File: src/rtl/sar_pd_seq_pkg.sv
package sar_pd_seq_pkg;

  typedef enum logic [2:0] {
    ST_OFF   = 3'd0,
    ST_WAKE  = 3'd1,
    ST_READY = 3'd2,
    ST_CONV  = 3'd3,
    ST_HAND  = 3'd4,
    ST_ACQ   = 3'd5
  } seq_state_t;

  function automatic int max2(input int a, input int b);
    return (a > b) ? a : b;
  endfunction

endpackage

File: src/rtl/strobe_sync.sv
module strobe_sync #(
  parameter int STAGES = 2
) (
  input  logic clk,
  input  logic rst_n,
  input  logic async_i,
  output logic level_o,
  output logic rise_o,
  output logic fall_o
);
  logic [STAGES-1:0] chain_q;
  logic              prev_q;

  always_ff @(posedge clk or negedge rst_n) begin
    if (!rst_n) begin
      chain_q <= '0;
      prev_q  <= 1'b0;
    end else begin
      chain_q <= {chain_q[STAGES-2:0], async_i};
      prev_q  <= chain_q[STAGES-1];
    end
  end

  assign level_o = chain_q[STAGES-1];
  assign rise_o  = chain_q[STAGES-1] & ~prev_q;
  assign fall_o  = ~chain_q[STAGES-1] & prev_q;
endmodule

File: src/rtl/seq_timer.sv
module seq_timer #(
  parameter int WIDTH = 8
) (
  input  logic             clk,
  input  logic             rst_n,
  input  logic             load_i,
  input  logic [WIDTH-1:0] load_val_i,
  output logic             done_o
);
  logic [WIDTH-1:0] cnt_q;

  always_ff @(posedge clk or negedge rst_n) begin
    if (!rst_n) begin
      cnt_q <= '0;
    end else if (load_i) begin
      cnt_q <= load_val_i;
    end else if (cnt_q != '0) begin
      cnt_q <= cnt_q - 1'b1;
    end
  end

  assign done_o = (cnt_q == '0);
endmodule

File: src/rtl/sar_search.sv
module sar_search #(
  parameter int RES_BITS      = 8,
  parameter int SETTLE_CYCLES = 2
) (
  input  logic                clk,
  input  logic                rst_n,
  input  logic                start_i,
  input  logic                cmp_i,
  output logic [RES_BITS-1:0] trial_o,
  output logic                done_o,
  output logic [RES_BITS-1:0] result_o
);
  localparam int IW = (RES_BITS < 2) ? 1 : $clog2(RES_BITS);
  localparam int CW = (SETTLE_CYCLES < 1) ? 1 : $clog2(SETTLE_CYCLES + 1);
  localparam logic [RES_BITS-1:0] ONE   = {{(RES_BITS-1){1'b0}}, 1'b1};
  localparam logic [RES_BITS-1:0] TOPB  = ONE << (RES_BITS - 1);
  localparam logic [CW-1:0]       SETTLE = CW'(SETTLE_CYCLES);

  logic                active_q;
  logic [IW-1:0]       idx_q;
  logic [CW-1:0]       wait_q;
  logic [RES_BITS-1:0] trial_q;
  logic [RES_BITS-1:0] bit_mask;
  logic [RES_BITS-1:0] kept;
  logic                decide;

  always_comb begin
    bit_mask = ONE << idx_q;
    decide   = active_q && (wait_q == '0);
    kept     = cmp_i ? trial_q : (trial_q & ~bit_mask);
  end

  always_ff @(posedge clk or negedge rst_n) begin
    if (!rst_n) begin
      active_q <= 1'b0;
      idx_q    <= '0;
      wait_q   <= '0;
      trial_q  <= '0;
    end else if (start_i) begin
      active_q <= 1'b1;
      idx_q    <= IW'(RES_BITS - 1);
      wait_q   <= SETTLE;
      trial_q  <= TOPB;
    end else if (decide) begin
      if (idx_q == '0) begin
        trial_q  <= kept;
        active_q <= 1'b0;
      end else begin
        trial_q <= kept | (bit_mask >> 1);
        idx_q   <= idx_q - 1'b1;
        wait_q  <= SETTLE;
      end
    end else if (active_q) begin
      wait_q <= wait_q - 1'b1;
    end
  end

  assign trial_o  = trial_q;
  assign done_o   = decide && (idx_q == '0);
  assign result_o = kept;
endmodule

File: src/rtl/seq_ctrl.sv
module seq_ctrl
  import sar_pd_seq_pkg::*;
#(
  parameter int RES_BITS     = 8,
  parameter int TW           = 8,
  parameter int PWRUP_CYCLES = 150,
  parameter int ACQ_CYCLES   = 10
) (
  input  logic                clk,
  input  logic                rst_n,
  input  logic                rise_i,
  input  logic                fall_i,
  input  logic                level_i,
  input  logic                tmr_done_i,
  input  logic                eng_done_i,
  input  logic [RES_BITS-1:0] eng_result_i,
  input  logic                res_ready_i,
  output logic                tmr_load_o,
  output logic [TW-1:0]       tmr_val_o,
  output logic                eng_start_o,
  output logic                hold_o,
  output logic                pwr_en_o,
  output logic                busy_o,
  output logic                res_valid_o,
  output logic [RES_BITS-1:0] res_data_o
);
  localparam logic [TW-1:0] WAKE_VAL = TW'(PWRUP_CYCLES - 1);
  localparam logic [TW-1:0] ACQ_VAL  = TW'(ACQ_CYCLES - 1);

  seq_state_t          state_q, state_d;
  logic                pend_q;
  logic                keep_q;
  logic                rise_seen_q;
  logic [RES_BITS-1:0] data_q;
  logic                take;

  assign take = (state_q == ST_HAND) && res_ready_i;

  always_comb begin
    state_d     = state_q;
    tmr_load_o  = 1'b0;
    tmr_val_o   = WAKE_VAL;
    eng_start_o = 1'b0;
    unique case (state_q)
      ST_OFF: begin
        if (rise_i) begin
          state_d    = ST_WAKE;
          tmr_load_o = 1'b1;
        end
      end
      ST_WAKE, ST_ACQ: begin
        if (tmr_done_i) begin
          if (pend_q || fall_i) begin
            state_d     = ST_CONV;
            eng_start_o = 1'b1;
          end else begin
            state_d = ST_READY;
          end
        end
      end
      ST_READY: begin
        if (fall_i) begin
          state_d     = ST_CONV;
          eng_start_o = 1'b1;
        end
      end
      ST_CONV: begin
        if (eng_done_i) state_d = ST_HAND;
      end
      ST_HAND: begin
        if (res_ready_i) begin
          if (keep_q) begin
            state_d    = ST_ACQ;
            tmr_load_o = 1'b1;
            tmr_val_o  = ACQ_VAL;
          end else if (rise_seen_q || rise_i) begin
            state_d    = ST_WAKE;
            tmr_load_o = 1'b1;
          end else begin
            state_d = ST_OFF;
          end
        end
      end
      default: state_d = ST_OFF;
    endcase
  end

  always_ff @(posedge clk or negedge rst_n) begin
    if (!rst_n) begin
      state_q     <= ST_OFF;
      pend_q      <= 1'b0;
      keep_q      <= 1'b0;
      rise_seen_q <= 1'b0;
      data_q      <= '0;
    end else begin
      state_q <= state_d;
      if (eng_start_o || state_d == ST_OFF) begin
        pend_q <= 1'b0;
      end else if (fall_i && (state_q == ST_WAKE || state_q == ST_ACQ ||
                              state_q == ST_HAND)) begin
        pend_q <= 1'b1;
      end
      if (state_q == ST_CONV && eng_done_i) begin
        keep_q <= level_i;
        data_q <= eng_result_i;
      end
      if (state_q == ST_CONV) begin
        rise_seen_q <= 1'b0;
      end else if (state_q == ST_HAND && rise_i) begin
        rise_seen_q <= 1'b1;
      end
    end
  end

  assign hold_o      = (state_q == ST_CONV);
  assign pwr_en_o    = (state_q != ST_OFF);
  assign busy_o      = pend_q || (state_q == ST_CONV) || (state_q == ST_HAND && !take)
                       || (state_q == ST_HAND && take && pend_q);
  assign res_valid_o = (state_q == ST_HAND);
  assign res_data_o  = data_q;
endmodule

File: src/rtl/sar_pd_seq.sv
module sar_pd_seq
  import sar_pd_seq_pkg::*;
#(
  parameter int RES_BITS      = 8,
  parameter int PWRUP_CYCLES  = 150,
  parameter int SETTLE_CYCLES = 2,
  parameter int ACQ_CYCLES    = 10,
  parameter int SYNC_STAGES   = 2
) (
  input  logic                clk,
  input  logic                rst_n,
  input  logic                start_strobe_i,
  input  logic                cmp_i,
  output logic [RES_BITS-1:0] dac_code_o,
  output logic                hold_o,
  output logic                pwr_en_o,
  output logic                busy_o,
  output logic                res_valid_o,
  input  logic                res_ready_i,
  output logic [RES_BITS-1:0] res_data_o
);
  localparam int TMAX = max2(PWRUP_CYCLES, ACQ_CYCLES);
  localparam int TW   = (TMAX < 2) ? 1 : $clog2(TMAX);

  logic                lvl, rise, fall;
  logic                tmr_load, tmr_done;
  logic [TW-1:0]       tmr_val;
  logic                eng_start, eng_done;
  logic [RES_BITS-1:0] eng_result;

  strobe_sync #(.STAGES(SYNC_STAGES)) u_sync (
    .clk(clk), .rst_n(rst_n), .async_i(start_strobe_i),
    .level_o(lvl), .rise_o(rise), .fall_o(fall)
  );

  seq_timer #(.WIDTH(TW)) u_timer (
    .clk(clk), .rst_n(rst_n), .load_i(tmr_load),
    .load_val_i(tmr_val), .done_o(tmr_done)
  );

  sar_search #(.RES_BITS(RES_BITS), .SETTLE_CYCLES(SETTLE_CYCLES)) u_search (
    .clk(clk), .rst_n(rst_n), .start_i(eng_start), .cmp_i(cmp_i),
    .trial_o(dac_code_o), .done_o(eng_done), .result_o(eng_result)
  );

  seq_ctrl #(
    .RES_BITS(RES_BITS), .TW(TW),
    .PWRUP_CYCLES(PWRUP_CYCLES), .ACQ_CYCLES(ACQ_CYCLES)
  ) u_ctrl (
    .clk(clk), .rst_n(rst_n),
    .rise_i(rise), .fall_i(fall), .level_i(lvl),
    .tmr_done_i(tmr_done), .eng_done_i(eng_done), .eng_result_i(eng_result),
    .res_ready_i(res_ready_i),
    .tmr_load_o(tmr_load), .tmr_val_o(tmr_val), .eng_start_o(eng_start),
    .hold_o(hold_o), .pwr_en_o(pwr_en_o), .busy_o(busy_o),
    .res_valid_o(res_valid_o), .res_data_o(res_data_o)
  );
endmodule

File: config.mk
export PLATFORM = sky130hd
export DESIGN_NAME = sar_pd_seq
export DESIGN_NICKNAME = d
export VERILOG_FILES = /design/src/rtl/sar_pd_seq_pkg.sv /design/src/rtl/strobe_sync.sv /design/src/rtl/seq_timer.sv /design/src/rtl/sar_search.sv /design/src/rtl/seq_ctrl.sv /design/src/rtl/sar_pd_seq.sv
export SDC_FILE = /design/constraint.sdc
export NUM_CORES = 1
export LEC_CHECK = 0
export BUFFER_PORTS_ARGS = -buffer_cell sky130_fd_sc_hd__buf_2
export CAP_MARGIN = 0
export CORE_MARGIN = 4
export CORE_UTILIZATION = 49
export CTS_BUF_LIST = sky130_fd_sc_hd__clkbuf_16
export CTS_CLUSTER_SIZE = 28
export DETAILED_ROUTE_END_ITERATION = 10
export PLACE_DENSITY = 0.7
export SLEW_MARGIN = 20
export SYNTH_ARGS = -nofsm -noshare
export SYNTH_HDL_FRONTEND = slang
export SYNTH_HIERARCHICAL = 1
export SYNTH_SLANG_ARGS = --single-unit
File: constraint.sdc
create_clock -name clk -period 2.4 [get_ports clk]
set_input_delay 0.48 -clock clk [delete_from_list [all_inputs] [get_ports clk]]
set_output_delay 0.48 -clock clk [all_outputs]
set_load 0.05 [all_outputs]
==> impl_results.md <==
* Synth area leaders: dfrtp_1 (45%), mux2_4 (6.2%), ha_1 (4.0%)
* Switching pwr at 1.02 mW
* CTS Buf Count at 5
* Switching share of power at 39.8%
* Worst Path Buf+Inv at 3
* Fin area at 2510 µm²
* First-pass GRT wire length at 7.69 mm
* Power density over cell area at 1020 nW/µm²
* Ys async rst share at 100%
* Core Area at 4140 µm²
* DR vias/cell at 5.72
* Maximum fanout along the worst path at 7
* Flop pwr share at 39.0%
* CP max-delay cell: dfrtp_1
* Setup ws final at 129 ps
* Fmax at 440 MHz
* DRC viols at 0
* Static Leakage at 1.16 nW
* # hold bufs at CTS at 0
* Die area at 5580 µm²
* Ant diodes at 0
* Post-synthesis cell count at 208
* Seq/Total Area, Yosys at 44.8%
* Worst-margin pin slew at 862 ps
* Status: finished clean
* Vias in the first global route at 1623
* Hold Fails Final Rpt at 0
* Final cycle utilization of the critical path at 94.6%
* Placed cell area at 2340 µm²
* Final antenna-violating net count at 0
* Data required time of the worst path at 2560 ps
* Mapped Area at 2180 µm²
* Crit path cell chain: inv_1 > ha_2 > or3b_4 > nor2_2 > nand3b_1 > o22ai_2 > clkinvlp_4 > buf_2 > o221a_2
* H-tree depth at 2
* GRT Residual Overflow at 0
* CTS Sinks at 39
* Routed wire length per instance at 15.6 µm
* Die X at 74.7 µm
* Worst-Skew Late Latency at 280 ps
* Initial antenna violation count at 0
* Max stage delay on crit path at 410 ps
* Placed insts at 276
* Minimum clock period after layout at 2270 ps
* Biggest area consumer among synthesized cells: dfrtp_1
* Die Span Y at 74.7 µm
* Top cell type's share of synthesized area at 44.8%
* FP Rows at 23
* Layout area overhead at 15.2%
* Gate power share at 36.8%
* Vias at 1646
* Average instance area after synthesis at 10.5 µm²
* GP Congestion at 0.841
* Final setup fails at 0
* Pre-CTS setup slack at 169 ps
* Iteration-0 DRC Markers at 169
* Worst R2R Setup Slack at 130 ps
* Final HPWL DP at 3.01 mm
* Internal power at 1.54 mW
* Worst-path clk slew at 60 ps
* Critical Path Source Type: flip-flop
* I/O Buffers at 24
* Pin count of the biggest net entering global routing at 40
* HP Class: in2async
* Relative slew slack at 42.6%
* Max-slew violation count at 0
* Final-layout fill cell count at 369
* Number of flops mapped to enable cells by yosys at 0
* Critical path type: reg2reg
* Starting Density at 52.6%
* Critical path arrival at 2430 ps
* Max clock buf depth at 2
* Nets at 249
* Max VDD drop at 0.594 mV
* Maxcap violations at 0
* CP top delay family: simple AND/OR/NAND/NOR gates
* Unique masters post-synth at 57
* Total power at 2.57 mW
* Post-Route WL at 4.50 mm
* Root Buffer: clkbuf_16
* Syn. warnings at 6
* Total GRT Usage at 18.0%
* Drt pass-1 iters at 4
* Main synth FF type: dfrtp_1
* TritonCTS clock tree: yes
* I/O pin count at 25
* Share of cells above drive strength 1 at 28.6%
* Final cell count without fillers at 288
* Worst Skew at 5.04 ps
* Worst setup EP type: flip-flop
* Post-synthesis register bit count at 39
* Clock power share at 24.2%
## per-stage QoR
step | util, % | hold slack [ps] | TNS (ps)
6_report | 60.6 | 300 | 0
5_1_grt | 60.6 | 309 | -2.05
4_1_cts | 59.7 | 313 | 0
3_5_place_dp | 56.4 | 357 | 0
3_3_place_gp | 56.4 | 336 | 0
2_1_floorplan | - | 184 | 0
## cell usage after synthesis (2+ instances only)
cell type and count:
mux2_4 9, nand3b_1 2, o21a_1 2, nor3_1 4
a21boi_0 8, or4_1 2, nand2b_1 2, ha_1 7
a32o_1 3, nand3_1 6, o31ai_1 3, o221a_2 4
inv_1 14, a211o_1 2, nor3b_1 3, buf_4 7
nor2_1 9, nor4_1 3, nand2_1 20, o22ai_1 2
and3_1 2, conb_1 2, o311ai_0 2, o21ai_0 11
dfrtp_1 39, nor2b_1 2, or3_1 3, buf_2 2
a31oi_1 2, a21oi_1 4
## cells by family after synthesis
logic type / after synthesis / share of synthesized area [%]
compound gates: 53 / 18.4
xor+xnor: 1 / 0.402
fa+ha+maj: 7 / 4.02
buf+inv: 26 / 6.08
flops: 39 / 44.8
mux: 10 / 6.66
other cells: 2 / 0.344
simple gates: 70 / 19.3
## cells in the final DEF (no fill, tap or decap), types with 5 or more instances in the layout
cell type	count
buf_2	25
nand3_1	6
clkbuf_16	5
dfrtp_1	39
nor2_1	8
mux2_4	9
o21ai_0	10
nand2_1	20
a21boi_0	8
ha_1	6
inv_1	15
buf_4	7
## flip-flops by register name, summed over array words and instances (netlist names)
signal / cells
u_timer/cnt_q: 8
u_ctrl/state_q: 3
u_search/wait_q: 2
u_ctrl/res_data_o: 8
u_ctrl/rise_seen_q: 1
u_search/idx_q: 3
u_search/trial_o: 8
u_sync/chain_q: 2
u_ctrl/keep_q: 1
u_sync/prev_q: 1
u_search/active_q: 1
u_ctrl/pend_q: 1
## per-layer routing
metal  GRT usage (%)  up-vias  part of all wire (%)
met4            5.93        0                   1.3
met5               0        -                     0
li1                -      803                     -
met3            4.27        5                   5.6
met2            27.8       51                    48
met1            25.2      787                    46
## layout make-up
type	count	area [µm²]	area share, %
Clock buffer	5	125	4.98
Inverter	14	56.3	2.24
Tap cell	50	62.6	2.49
Multi-Input combinational cell	145	1100	43.9
Timing Repair Buffer	32	178	7.07
Sequential cell	39	976	38.8
Clock inverter	3	12.5	0.498
## worst paths after layout
| kind | from | depth (start not counted) | to |
|---|---|---|---|
| setup reg to reg | u_timer/cnt_q[0] | 9 | u_search/trial_o[3] |
| min in group clk | start_strobe_i | 1 | u_sync/chain_q[0] |
| max in group asynchronous | rst_n | 1 | u_ctrl/res_data_o[2] |
| hold / removal | rst_n | 1 | u_timer/cnt_q[7] |
| hold reg to reg | u_sync/chain_q[0] | 0 | u_sync/chain_q[1] |
| setup / recovery | u_timer/cnt_q[0] | 9 | u_search/trial_o[3] |
## worst register-to-register path, stage by stage (launching register included)
cell and delay, ps:
dfrtp_1 410, inv_1 90, ha_2 220, or3b_4 400
nor2_2 140, nand3b_1 150, o22ai_2 220, clkinvlp_4 200
buf_2 200, o221a_2 130
## power groups by stage
stage	Sequential [mW]	Clock, mW	Combinational (mW)
3_5_place_dp	1.00	0	0.922
2_1_floorplan	1.01	0	0.714
6_report	1.00	0.621	0.944
3_3_place_gp	1.00	0	0.921
4_1_cts	0.997	0.634	0.937
5_1_grt	1.03	0.657	1.04
## repair_timing
| action | CTS | global route |
|---|---|---|
| setup endpoints to repair | 0 | 4 |
| buffers inserted | 0 | 4 |
| gates resized for setup | 0 | 5 |
| endpoints found under the hold margin | 0 | 0 |
Power figures use the tool's default switching activity.
